===== src/rtl/slot_hazard_resolver.sv =====
module slot_hazard_resolver #(
  parameter int VW       = 6,
  parameter int IN       = 16,
  parameter int CLIP_IDX = 2
) (
  input  logic          clk,
  input  logic          rst_n,
  input  logic          issue,
  input  logic [31:0]   upper_word,
  input  logic [31:0]   lower_word,
  input  logic [VW-1:0] up_vf_dst,
  input  logic [IN-1:0] up_ireg_rd,
  input  logic [VW-1:0] lo_vf_dst,
  input  logic [VW-1:0] lo_vf_src0,
  input  logic [VW-1:0] lo_vf_src1,
  input  logic [IN-1:0] lo_ireg_rd,
  input  logic [IN-1:0] lo_ireg_wr,
  input  logic          lo_branch,
  output logic [5:0]    upper_op,
  output logic [6:0]    lower_op,
  output logic          imm_write,
  output logic [31:0]   imm_value,
  output logic          lower_discard,
  output logic          lo_src0_old,
  output logic          lo_src1_old,
  output logic          lo_clip_old,
  output logic          branch_pending,
  output logic          commit_upper,
  output logic          commit_lower
);
  logic imm, lo_live, dst_nz, vf_clash, up_clip, clip_clash, keep;

  assign imm        = upper_word[31];
  assign lo_live    = issue & ~imm;
  assign dst_nz     = |up_vf_dst;
  assign vf_clash   = dst_nz & (lo_vf_dst == up_vf_dst);
  assign up_clip    = up_ireg_rd[CLIP_IDX];
  assign clip_clash = up_clip & lo_ireg_wr[CLIP_IDX];

  assign lower_discard = lo_live & (vf_clash | clip_clash);
  assign keep          = lo_live & ~(vf_clash | clip_clash);

  assign lo_src0_old    = keep & dst_nz & (lo_vf_src0 == up_vf_dst);
  assign lo_src1_old    = keep & dst_nz & (lo_vf_src1 == up_vf_dst);
  assign lo_clip_old    = keep & up_clip & lo_ireg_rd[CLIP_IDX];
  assign branch_pending = keep & lo_branch;

  assign upper_op  = upper_word[5:0];
  assign lower_op  = imm ? 7'd0 : lower_word[31:25];
  assign imm_write = issue & imm;
  assign imm_value = lower_word;

  always_ff @(posedge clk or negedge rst_n) begin
    if (!rst_n) begin
      commit_upper <= 1'b0;
      commit_lower <= 1'b0;
    end else begin
      commit_upper <= issue;
      commit_lower <= keep;
    end
  end
endmodule


===== config.mk =====
export PLATFORM = sky130hd
export DESIGN_NAME = slot_hazard_resolver
export DESIGN_NICKNAME = d
export VERILOG_FILES = /design/src/rtl/slot_hazard_resolver.sv
export SDC_FILE = /design/constraint.sdc
export NUM_CORES = 1
export LEC_CHECK = 0
export BUFFER_PORTS_ARGS = -buffer_cell sky130_fd_sc_hd__buf_2
export CAP_MARGIN = 30
export CELL_PAD_IN_SITES_DETAIL_PLACEMENT = 0
export CELL_PAD_IN_SITES_GLOBAL_PLACEMENT = 1
export CORE_MARGIN = 10
export CORE_UTILIZATION = 10
export DETAILED_ROUTE_END_ITERATION = 12
export PLACE_DENSITY = 0.88
export SETUP_SLACK_MARGIN = 0.5
export SLEW_MARGIN = 20
export SYNTH_ARGS = -nofsm -noshare
export SYNTH_HDL_FRONTEND = slang
export SYNTH_SLANG_ARGS = --single-unit

===== constraint.sdc =====
create_clock -name clk -period 1.2 [get_ports clk]
set_input_delay 0.06 -clock clk [delete_from_list [all_inputs] [get_ports clk]]
set_output_delay 0.06 -clock clk [all_outputs]
set_load 0.05 [all_outputs]

==> metrics.txt, run 1 <==
# TYPE chip_impl_metric gauge
chip_impl_info{name="run_status",value="complete, but fails checks"} 1
chip_impl_info{name="failing_checks",value="setup timing"} 1
chip_impl_metric{name="route.detailed.vias_per_inst",unit=""} 3.20
chip_impl_metric{name="totalNegativeSetupSlack",unit="ps"} -561
chip_impl_metric{name="cts_inserted_buffers",unit=""} 3
chip_impl_metric{name="postRouteWirelength",unit="mm"} 2.63
chip_impl_info{name="critical-path-top-delay-family",value="buffers and inverters"} 1
chip_impl_info{name="timing_worst_setup_path_type",value="in -> out"} 1
chip_impl_metric{name="io-pin-count",unit=""} 193
chip_impl_metric{name="die_h",unit="um"} 102
chip_impl_metric{name="grt_usage",unit=""} 0.0488
chip_impl_metric{name="synth-xor-area-share",unit=""} 0.234
chip_impl_metric{name="placed_cell_area",unit="sq um"} 958
chip_impl_metric{name="drt_drc_violations_left",unit=""} 0
chip_impl_info{name="yosys-top-cells-count",value="sky130_fd_sc_hd__buf_4, sky130_fd_sc_hd__xor2_1, sky130_fd_sc_hd__xnor2_1, sky130_fd_sc_hd__nor2b_1, sky130_fd_sc_hd__nor2_1"} 1
chip_impl_metric{name="place.detailed.instances",unit=""} 197
chip_impl_metric{name="post_synth_instance_area",unit="sq um"} 673
chip_impl_metric{name="antenna_left",unit=""} 0
chip_impl_info{name="tritoncts",value="yes"} 1
chip_impl_metric{name="drv_cap",unit=""} 0
chip_impl_metric{name="grt_first_pass_wirelength",unit="mm"} 3.99
chip_impl_metric{name="flow.area_growth_from_synthesis",unit="%"} 82.7
chip_impl_metric{name="required",unit="ps"} 1140
chip_impl_info{name="crit_slowest_cell",value="sky130_fd_sc_hd__a21bo_4"} 1
chip_impl_info{name="clockRootBuffer",value="sky130_fd_sc_hd__clkbuf_8"} 1
chip_impl_metric{name="floorplan.die.width",unit="um"} 102
chip_impl_metric{name="synthMuxAreaShare",unit=""} 0
chip_impl_metric{name="irDropWorstVdd",unit="V"} 0.000195
chip_impl_metric{name="fin_ws",unit="ps"} -144
chip_impl_metric{name="place.gp.congestion",unit=""} 0.733
chip_impl_metric{name="max_slew.worst_pin.slew",unit="ps"} 256
chip_impl_metric{name="fin_cells",unit=""} 204
chip_impl_metric{name="antenna_violations_before_repair",unit=""} 0
chip_impl_metric{name="final_area",unit="sq um"} 1230
chip_impl_metric{name="syn-instance-count",unit=""} 84
chip_impl_metric{name="synth.lib_cells_used.distinct",unit=""} 17
chip_impl_metric{name="n_antenna_cell",unit=""} 0
chip_impl_metric{name="number_of_hold_slack_violations_in_the_final_timing_report",unit=""} 0
chip_impl_metric{name="cts_max_level",unit=""} 1
chip_impl_metric{name="fin_crit_sh",unit=""} 1.12
chip_impl_metric{name="synth-edff-count",unit=""} 0
chip_impl_metric{name="asyncSetResetFlopFracSynth",unit=""} 1.00
chip_impl_metric{name="worst_setup_hold_path_clk_slew",unit="ps"} 30
chip_impl_metric{name="warnings_from_yosys",unit=""} 0
chip_impl_metric{name="avgRoutedWirePerCell",unit="um"} 12.9
chip_impl_metric{name="vias",unit=""} 652
chip_impl_metric{name="synth_adder_area_share",unit=""} 0
chip_impl_metric{name="synth_compound_gate_area_share",unit=""} 0.0632
chip_impl_metric{name="power_leakage",unit="nW"} 0.569
chip_impl_info{name="critPathLaunchType",value="primary input"} 1
chip_impl_metric{name="power_density",unit="nW/um^2"} 654
chip_impl_metric{name="portBuffers",unit=""} 60
chip_impl_metric{name="design.final.nets",unit=""} 269
chip_impl_info{name="endpoint_class_of_the_critical_path",value="output port"} 1
chip_impl_metric{name="crit_path_buf_inv_count",unit=""} 5
chip_impl_metric{name="max-slew-margin-rel",unit=""} 0.828
chip_impl_metric{name="timing.final.setup_violations",unit=""} 5
chip_impl_metric{name="grt_max_degree",unit=""} 9
chip_impl_metric{name="dp_hpwl",unit="mm"} 2.28
chip_impl_metric{name="synthesis.area_per_instance",unit="sq um"} 8.01
chip_impl_metric{name="dr.pass1.iters",unit=""} 4
chip_impl_metric{name="net_count_synth",unit=""} 224
chip_impl_metric{name="critPathMaxStageDelay",unit="ps"} 220
chip_impl_metric{name="worst-endpoint-arrival",unit="ps"} 1280
chip_impl_metric{name="place_ws",unit="ps"} -332
chip_impl_metric{name="crit_path_max_fanout",unit=""} 3
chip_impl_info{name="worstHoldPathType",value="in -> reg"} 1
chip_impl_info{name="timing.critical_path.cells",value="buf_8 -> buf_6 -> xor2_2 -> nor4_2 -> buf_4 -> buf_4 -> a21bo_4 -> nor4_4 -> buf_6"} 1
chip_impl_info{name="most_frequent_cell_after_synthesis",value="sky130_fd_sc_hd__buf_4"} 1
chip_impl_metric{name="fmaxAchievable",unit="GHz"} 0.744
chip_impl_metric{name="row_count",unit=""} 29
chip_impl_metric{name="core-area",unit="sq um"} 6460
chip_impl_metric{name="first_global_vias",unit=""} 772
chip_impl_metric{name="synthDominantCellAreaShare",unit=""} 0.424
chip_impl_metric{name="timing.final.max_slew_violations",unit=""} 0
chip_impl_metric{name="clock_period_minus_final_worst_setup_slack",unit="ps"} 1340
chip_impl_info{name="synth_top_family_by_area",value="buffers and inverters"} 1
chip_impl_metric{name="fillers",unit=""} 718
chip_impl_metric{name="synth_sequential_area_ratio",unit=""} 0.0743
chip_impl_info{name="synth.area.top_cells",value="sky130_fd_sc_hd__buf_4, sky130_fd_sc_hd__xor2_1, sky130_fd_sc_hd__xnor2_1"} 1
chip_impl_info{name="top_cell_type_by_total_area_after_synthesis",value="sky130_fd_sc_hd__buf_4"} 1
chip_impl_metric{name="post_synthesis_sequential_element_count",unit=""} 2
chip_impl_metric{name="finish.utilization",unit=""} 0.190
chip_impl_metric{name="detailedRoute.firstIterationViolations",unit=""} 3
chip_impl_info{name="rsz0062_at_grt",value="true"} 1
chip_impl_metric{name="synth_simple_gate_area_frac",unit=""} 0.204
chip_impl_metric{name="drive_gt1_frac",unit=""} 0.811
chip_impl_metric{name="clock-sinks",unit=""} 2
chip_impl_metric{name="grt_overflow_total",unit=""} 0
chip_impl_metric{name="clk_path_buf_depth",unit=""} 2
chip_impl_metric{name="initial_core_util",unit=""} 0.104
chip_impl_info{name="ys_dominant_reg_cell",value="sky130_fd_sc_hd__dfrtp_1"} 1
chip_impl_metric{name="dieArea",unit="sq um"} 10400
[final timing paths]
path / start / end / slack (ps) / cells past startpoint
worst max-delay path: up_vf_dst[0] / lo_src1_old / -140 / 9
worst min-delay path: issue / commit_upper$_DFF_PN0_ / 20 / 1
max in group asynchronous: rst_n / commit_upper$_DFF_PN0_ / 910 / 2
min in group asynchronous: rst_n / commit_lower$_DFF_PN0_ / 190 / 2
[through the flow]
step / hold WS, ps / power (mW)
after floorplan: -236 / 0.596
after global placement: -150 / 0.468
after detailed placement: -151 / 0.472
after CTS: 19.5 / 0.793
after global routing: 23.0 / 0.856
final: 21.6 / 0.804
[layout by cell type, fill, tap and decap left out, types with 2 or more instances in the layout]
| cell | count |
|---|---|
| sky130_fd_sc_hd__buf_4 | 18 |
| sky130_fd_sc_hd__nor2_1 | 2 |
| sky130_fd_sc_hd__xnor2_1 | 7 |
| sky130_fd_sc_hd__nor2b_2 | 6 |
| sky130_fd_sc_hd__dfrtp_1 | 2 |
| sky130_fd_sc_hd__xor2_2 | 3 |
| sky130_fd_sc_hd__xor2_1 | 7 |
| sky130_fd_sc_hd__buf_6 | 16 |
| sky130_fd_sc_hd__nand4_1 | 2 |
| sky130_fd_sc_hd__a211oi_2 | 3 |
| sky130_fd_sc_hd__and2_1 | 2 |
| sky130_fd_sc_hd__buf_2 | 39 |
| sky130_fd_sc_hd__nor4_4 | 3 |
| sky130_fd_sc_hd__buf_8 | 4 |
| sky130_fd_sc_hd__clkbuf_8 | 3 |
[state kept, by name, summed over array words and instances (netlist names)]
| register | count |
|---|---|
| commit_lower | 1 |
| commit_upper | 1 |
[report_power, final]
part / leakage, nW / switching [mW] / total (mW) / internal [mW]
logic: 0.523 / 0.260 / 0.474 / 0.214
clock network: 0.0216 / 0.0460 / 0.258 / 0.211
registers: 0.0248 / 0.00176 / 0.0733 / 0.0716
total: 0.569 / 0.307 / 0.804 / 0.497
[area by class of cell]
| cell class | count | area (sq um) | share of cell area |
|---|---|---|---|
| timing repair buffer | 78 | 581 | 0.472 |
| multi-input combinational | 44 | 462 | 0.375 |
| tap | 77 | 96.3 | 0.0783 |
| sequential | 2 | 50.0 | 0.0407 |
| clock buffer | 3 | 41.3 | 0.0336 |
[per-layer routing]
metal / wire (um) / vias to the layer above / global-route usage / share of wire
met5: 0 / - / 0 / 0
met4: 25 / 0 / 0.0260 / 0.0095
met3: 260 / 4 / 0.0223 / 0.099
met2: 1600 / 19 / 0.0919 / 0.61
met1: 744 / 309 / 0.0423 / 0.28
li1: - / 320 / - / -
[repair_timing]
| item | 4_1_cts | 5_1_grt |
|---|---|---|
| buffers inserted | 3 | 0 |
| hold buffers | 1 | 0 |
| endpoints found under the setup margin | 16 | 11 |
| pin swaps | 8 | 4 |
| resized for setup | 37 | 15 |
| hold endpoints to repair | 2 | 0 |
[cell families after synthesis]
group                  Yosys count
buffers and inverters           38
AO/OA/AOI/OAI                    5
XOR/XNOR                        18
AND/OR/NAND/NOR                 21
flip-flops                       2
(Power assumes the default switching activity.)
==> run 2: changes to the inputs <==
SETUP_SLACK_MARGIN = 0.1   (was 0.5)
==> metrics.txt, run 2 (synthesis gave the netlist of run 1 again) <==
# TYPE chip_impl_metric gauge
chip_impl_metric{name="grt_overflow_total",unit=""} 0
chip_impl_metric{name="crit_path_buf_inv_count",unit=""} 3
chip_impl_metric{name="floorplan.die.width",unit="um"} 102
chip_impl_metric{name="placed_cell_area",unit="sq um"} 933
chip_impl_metric{name="timing.final.setup_violations",unit=""} 4
chip_impl_info{name="tritoncts",value="yes"} 1
chip_impl_metric{name="initial_core_util",unit=""} 0.104
chip_impl_metric{name="timing.final.max_slew_violations",unit=""} 0
chip_impl_metric{name="cts_inserted_buffers",unit=""} 3
chip_impl_metric{name="power_density",unit="nW/um^2"} 670
chip_impl_metric{name="drv_cap",unit=""} 0
chip_impl_info{name="clockRootBuffer",value="sky130_fd_sc_hd__clkbuf_8"} 1
chip_impl_info{name="crit_slowest_cell",value="sky130_fd_sc_hd__nor4_4"} 1
chip_impl_metric{name="max-slew-margin-rel",unit=""} 0.814
chip_impl_metric{name="critPathMaxStageDelay",unit="ps"} 330
chip_impl_metric{name="drive_gt1_frac",unit=""} 0.789
chip_impl_metric{name="detailedRoute.firstIterationViolations",unit=""} 11
chip_impl_metric{name="first_global_vias",unit=""} 750
chip_impl_metric{name="place.gp.congestion",unit=""} 0.764
chip_impl_info{name="rsz0062_at_grt",value="true"} 1
chip_impl_metric{name="worst_setup_hold_path_clk_slew",unit="ps"} 30
chip_impl_metric{name="route.detailed.vias_per_inst",unit=""} 3.17
chip_impl_info{name="worstHoldPathType",value="in -> reg"} 1
chip_impl_metric{name="antenna_violations_before_repair",unit=""} 0
chip_impl_metric{name="grt_usage",unit=""} 0.0478
chip_impl_metric{name="cts_max_level",unit=""} 1
chip_impl_metric{name="clock-sinks",unit=""} 2
chip_impl_metric{name="place_ws",unit="ps"} -368
chip_impl_info{name="critical-path-top-delay-family",value="simple AND/OR/NAND/NOR gates"} 1
chip_impl_metric{name="place.detailed.instances",unit=""} 194
chip_impl_metric{name="totalNegativeSetupSlack",unit="ps"} -408
chip_impl_metric{name="dieArea",unit="sq um"} 10400
chip_impl_metric{name="avgRoutedWirePerCell",unit="um"} 13.6
chip_impl_metric{name="worst-endpoint-arrival",unit="ps"} 1270
chip_impl_metric{name="power_leakage",unit="nW"} 0.553
chip_impl_metric{name="die_h",unit="um"} 102
chip_impl_info{name="timing_worst_setup_path_type",value="in -> out"} 1
chip_impl_metric{name="grt_max_degree",unit=""} 9
chip_impl_metric{name="flow.area_growth_from_synthesis",unit="%"} 77.7
chip_impl_metric{name="antenna_left",unit=""} 0
chip_impl_metric{name="fillers",unit=""} 708
chip_impl_metric{name="required",unit="ps"} 1140
chip_impl_metric{name="io-pin-count",unit=""} 193
chip_impl_info{name="leading_registers_by_flop_count",value="commit_lower (1), commit_upper (1)"} 1
chip_impl_info{name="start_point_of_the_worst_hold_path",value="issue"} 1
chip_impl_info{name="timing.critical_path.cells",value="buf_8 -> nor4_4 -> a211oi_2 -> a211oi_2 -> buf_4 -> and3_4 -> buf_8"} 1
chip_impl_metric{name="fmaxAchievable",unit="GHz"} 0.753
chip_impl_metric{name="crit_path_max_fanout",unit=""} 3
chip_impl_info{name="layout_common_cells",value="sky130_fd_sc_hd__buf_2, sky130_fd_sc_hd__buf_4, sky130_fd_sc_hd__buf_6"} 1
chip_impl_metric{name="clock_period_minus_final_worst_setup_slack",unit="ps"} 1330
chip_impl_metric{name="row_count",unit=""} 29
chip_impl_metric{name="irDropWorstVdd",unit="V"} 0.000296
chip_impl_metric{name="final_area",unit="sq um"} 1200
chip_impl_info{name="failing_checks",value="setup timing"} 1
chip_impl_metric{name="dp_hpwl",unit="mm"} 2.32
chip_impl_info{name="setup.worst_path.start",value="up_vf_dst[1]"} 1
chip_impl_metric{name="dr.pass1.iters",unit=""} 4
chip_impl_metric{name="number_of_hold_slack_violations_in_the_final_timing_report",unit=""} 0
chip_impl_metric{name="vias",unit=""} 633
chip_impl_metric{name="design.final.nets",unit=""} 265
chip_impl_metric{name="core-area",unit="sq um"} 6460
chip_impl_info{name="endpoint_class_of_the_critical_path",value="output port"} 1
chip_impl_info{name="critPathLaunchType",value="primary input"} 1
chip_impl_metric{name="drt_drc_violations_left",unit=""} 0
chip_impl_metric{name="clk_path_buf_depth",unit=""} 2
chip_impl_metric{name="portBuffers",unit=""} 60
chip_impl_metric{name="grt_first_pass_wirelength",unit="mm"} 3.84
chip_impl_metric{name="n_antenna_cell",unit=""} 0
chip_impl_info{name="final_common_cell",value="sky130_fd_sc_hd__buf_2"} 1
chip_impl_metric{name="fin_crit_sh",unit=""} 1.11
chip_impl_metric{name="fin_ws",unit="ps"} -128
chip_impl_metric{name="fin_cells",unit=""} 200
chip_impl_metric{name="postRouteWirelength",unit="mm"} 2.72
chip_impl_info{name="run_status",value="complete, but fails checks"} 1
chip_impl_metric{name="max_slew.worst_pin.slew",unit="ps"} 278
run 2: layout make-up:
type                    instances  area [sq um]  area share
multi-input cells              44           503       0.421
clock buffers                   3          41.3      0.0345
flip-flops and latches          2          50.0      0.0418
repair buffers                 74           505       0.423
well taps                      77          96.3      0.0805
run 2: where the power goes:
group	switching, mW	internal (mW)	leakage (nW)
combinational	0.272	0.199	0.506
clock	0.0468	0.212	0.0216
sequential	0.000852	0.0715	0.0248
total	0.319	0.482	0.553
run 2: path summary, 6_finish.rpt:
path,cells past startpoint,to,slack [ps]
setup / recovery,7,lo_clip_old,-130
min in group asynchronous,2,commit_lower$_DFF_PN0_,170
hold / removal,1,commit_upper$_DFF_PN0_,20
max in group asynchronous,2,commit_upper$_DFF_PN0_,930
run 2: routing by layer:
layer  vias to the layer above  routed length (um)  track usage
met2                        25                1630       0.0958
met4                         0                  31       0.0163
li1                        311                   -            -
met1                       293                 757       0.0388
met5                         -                   0            0
met3                         4                 302       0.0243
run 2: per-stage QoR:
step           hold WS (ps)  total power, mW  utilization
2_1_floorplan          -236            0.592            -
3_3_place_gp           -155            0.463        0.145
3_5_place_dp           -154            0.465        0.145
4_1_cts                23.9            0.801        0.181
5_1_grt                27.8            0.844        0.185
6_report               23.0            0.801        0.185
run 2: what timing repair did:
item | 4_1_cts | 5_1_grt
pin swaps | 17 | 3
setup endpoints to repair | 5 | 5
endpoints found under the hold margin | 2 | 0
setup buffers | 2 | 0
gates resized for setup | 37 | 3
hold buffers | 1 | 0
==> run 3: changes to the inputs <==
CTS_BUF_LIST = sky130_fd_sc_hd__clkbuf_16   (was unset)
SETUP_SLACK_MARGIN = unset   (was 0.1)
==> metrics.txt, run 3 (synthesis gave the netlist of run 1 again) <==
# TYPE chip_impl_metric gauge
chip_impl_info{name="start_point_of_the_worst_hold_path",value="issue"} 1
chip_impl_info{name="failing_checks",value="setup timing"} 1
chip_impl_metric{name="irDropWorstVdd",unit="V"} 0.000351
chip_impl_info{name="leading_registers_by_flop_count",value="commit_lower (1), commit_upper (1)"} 1
chip_impl_metric{name="fillers",unit=""} 723
chip_impl_metric{name="floorplan.die.width",unit="um"} 102
chip_impl_metric{name="dp_hpwl",unit="mm"} 2.31
chip_impl_metric{name="cts_max_level",unit=""} 1
chip_impl_metric{name="worst-endpoint-arrival",unit="ps"} 1300
chip_impl_metric{name="clock_period_minus_final_worst_setup_slack",unit="ps"} 1360
chip_impl_metric{name="required",unit="ps"} 1140
chip_impl_info{name="clockRootBuffer",value="sky130_fd_sc_hd__clkbuf_16"} 1
chip_impl_metric{name="n_antenna_cell",unit=""} 0
chip_impl_info{name="cp_common_cell",value="sky130_fd_sc_hd__buf_8"} 1
chip_impl_metric{name="critPathMaxStageDelay",unit="ps"} 300
chip_impl_metric{name="vias",unit=""} 678
chip_impl_metric{name="fin_ws",unit="ps"} -158
chip_impl_metric{name="power_total",unit="mW"} 1.03
chip_impl_metric{name="crit_path_buf_inv_count",unit=""} 2
chip_impl_metric{name="drv_cap",unit=""} 0
chip_impl_info{name="layout_common_cells",value="sky130_fd_sc_hd__buf_2, sky130_fd_sc_hd__buf_4, sky130_fd_sc_hd__xnor2_1"} 1
chip_impl_info{name="crit_slowest_cell",value="sky130_fd_sc_hd__nor4_4"} 1
chip_impl_metric{name="drt_drc_violations_left",unit=""} 0
chip_impl_metric{name="place_ws",unit="ps"} -410
chip_impl_metric{name="flow.area_growth_from_synthesis",unit="%"} 80.3
chip_impl_metric{name="worstHoldPathCells",unit=""} 1
chip_impl_info{name="timing_worst_setup_path_type",value="in -> out"} 1
chip_impl_metric{name="grt_usage",unit=""} 0.0503
chip_impl_metric{name="antenna_violations_before_repair",unit=""} 0
chip_impl_metric{name="detailedRoute.firstIterationViolations",unit=""} 7
chip_impl_metric{name="cts_inserted_buffers",unit=""} 3
chip_impl_info{name="critical-path-top-delay-family",value="simple AND/OR/NAND/NOR gates"} 1
chip_impl_metric{name="placed_cell_area",unit="sq um"} 921
chip_impl_metric{name="first_global_vias",unit=""} 840
chip_impl_info{name="critPathLaunchType",value="primary input"} 1
chip_impl_metric{name="max-slew-margin-rel",unit=""} 0.759
chip_impl_metric{name="die_h",unit="um"} 102
chip_impl_info{name="run_status",value="complete, but fails checks"} 1
chip_impl_metric{name="number_of_hold_slack_violations_in_the_final_timing_report",unit=""} 0
chip_impl_metric{name="power_density",unit="nW/um^2"} 849
chip_impl_metric{name="route.detailed.vias_per_inst",unit=""} 3.34
chip_impl_metric{name="worst_setup_hold_path_clk_slew",unit="ps"} 30
chip_impl_metric{name="crit_path_max_fanout",unit=""} 3
chip_impl_metric{name="max_slew.worst_pin.slew",unit="ps"} 358
chip_impl_metric{name="place.gp.congestion",unit=""} 0.770
chip_impl_metric{name="grt_overflow_total",unit=""} 0
chip_impl_metric{name="register_area",unit="sq um"} 50.0
chip_impl_metric{name="dieArea",unit="sq um"} 10400
chip_impl_metric{name="portBuffers",unit=""} 60
chip_impl_metric{name="design.final.nets",unit=""} 268
chip_impl_metric{name="initial_core_util",unit=""} 0.104
chip_impl_metric{name="grt_first_pass_wirelength",unit="mm"} 4.11
chip_impl_metric{name="core-area",unit="sq um"} 6460
chip_impl_info{name="tritoncts",value="yes"} 1
chip_impl_info{name="timing.critical_path.cells",value="buf_8 -> nor4_4 -> a211oi_2 -> a211oi_4 -> and3_4 -> buf_8"} 1
chip_impl_metric{name="worst-path-stages",unit=""} 6
chip_impl_metric{name="clock-sinks",unit=""} 2
chip_impl_metric{name="timing.final.max_slew_violations",unit=""} 0
chip_impl_metric{name="drive_gt1_frac",unit=""} 0.754
chip_impl_metric{name="dr.pass1.iters",unit=""} 3
chip_impl_info{name="worstHoldPathType",value="in -> reg"} 1
chip_impl_metric{name="place.detailed.instances",unit=""} 195
chip_impl_metric{name="fin_cells",unit=""} 203
chip_impl_metric{name="grt_max_degree",unit=""} 9
chip_impl_info{name="final_common_cell",value="sky130_fd_sc_hd__buf_2"} 1
chip_impl_metric{name="timing.final.setup_violations",unit=""} 5
chip_impl_info{name="endpoint_class_of_the_critical_path",value="output port"} 1
chip_impl_info{name="rsz0062_at_grt",value="true"} 1
chip_impl_info{name="holdPathEnd",value="commit_upper$_DFF_PN0_"} 1
chip_impl_metric{name="fin_crit_sh",unit=""} 1.13
chip_impl_metric{name="power_leakage",unit="nW"} 0.556
chip_impl_metric{name="clk_path_buf_depth",unit=""} 2
chip_impl_metric{name="io-pin-count",unit=""} 193
chip_impl_metric{name="multi_input_area",unit="sq um"} 467
chip_impl_metric{name="final_area",unit="sq um"} 1210
chip_impl_metric{name="row_count",unit=""} 29
chip_impl_metric{name="avgRoutedWirePerCell",unit="um"} 13.4
chip_impl_metric{name="antenna_left",unit=""} 0
chip_impl_metric{name="fmaxAchievable",unit="GHz"} 0.736
chip_impl_metric{name="postRouteWirelength",unit="mm"} 2.73
==> run 3: changes by cell type in the layout (fill, tap and decap cells not counted), moves of 2 or more <==
cell | before | now
sky130_fd_sc_hd__buf_6 | 8 | 6
sky130_fd_sc_hd__buf_8 | 4 | 6
sky130_fd_sc_hd__clkbuf_16 | 0 | 3
sky130_fd_sc_hd__clkbuf_8 | 3 | 0
sky130_fd_sc_hd__xnor2_2 | 4 | 0
sky130_fd_sc_hd__buf_4 | 10 | 15
sky130_fd_sc_hd__xnor2_1 | 4 | 8
==> run 3: area by class of cell <==
cell class                 instances  share of cell area
clock buffer                       3              0.0619
sequential                         2              0.0412
timing repair buffer              77               0.433
multi-input combinational         44               0.385
tap                               77              0.0794
==> run 3: layer usage <==
| metal | vias up | global-route usage | part of all wire |
|---|---|---|---|
| li1 | 319 | - | - |
| met1 | 328 | 0.0396 | 0.28 |
| met2 | 25 | 0.0998 | 0.61 |
| met3 | 6 | 0.0216 | 0.098 |
| met4 | 0 | 0.0293 | 0.011 |
| met5 | - | 0 | 0 |
==> run 3: timing repair <==
item,in CTS,in global routing
pin swaps,13,5
buffers inserted,2,3
resized for setup,37,4
hold endpoints to repair,2,0
setup endpoints to repair,5,5
hold buffers,1,0
==> run 3: worst max path at each step <==
stage / from / to / slack, ps
after floorplan: upper_word[31] / lo_src0_old / -150
after global placement: up_vf_dst[0] / lo_clip_old / -410
after detailed placement: up_vf_dst[0] / lo_clip_old / -410
after CTS: up_vf_dst[3] / lo_clip_old / -210
after global routing: up_vf_dst[3] / lo_clip_old / -250
final: up_vf_dst[3] / lo_clip_old / -160
==> run 3: per-stage QoR <==
| stage | util | hold WS [ps] | TNS, ps |
|---|---|---|---|
| 6_report | 0.188 | 10.5 | -614 |
| 5_1_grt | 0.188 | 18.5 | -985 |
| 4_1_cts | 0.181 | 11.5 | -593 |
| 3_5_place_dp | 0.143 | -151 | -1620 |
| 3_3_place_gp | 0.143 | -154 | -1470 |
| 2_1_floorplan | - | -236 | -294 |
==> run 3: where the power goes <==
part           switching [mW]  internal, mW  total [mW]
clock                  0.0718         0.424       0.495
sequential           0.000867        0.0715      0.0723
combinational           0.268         0.195       0.462
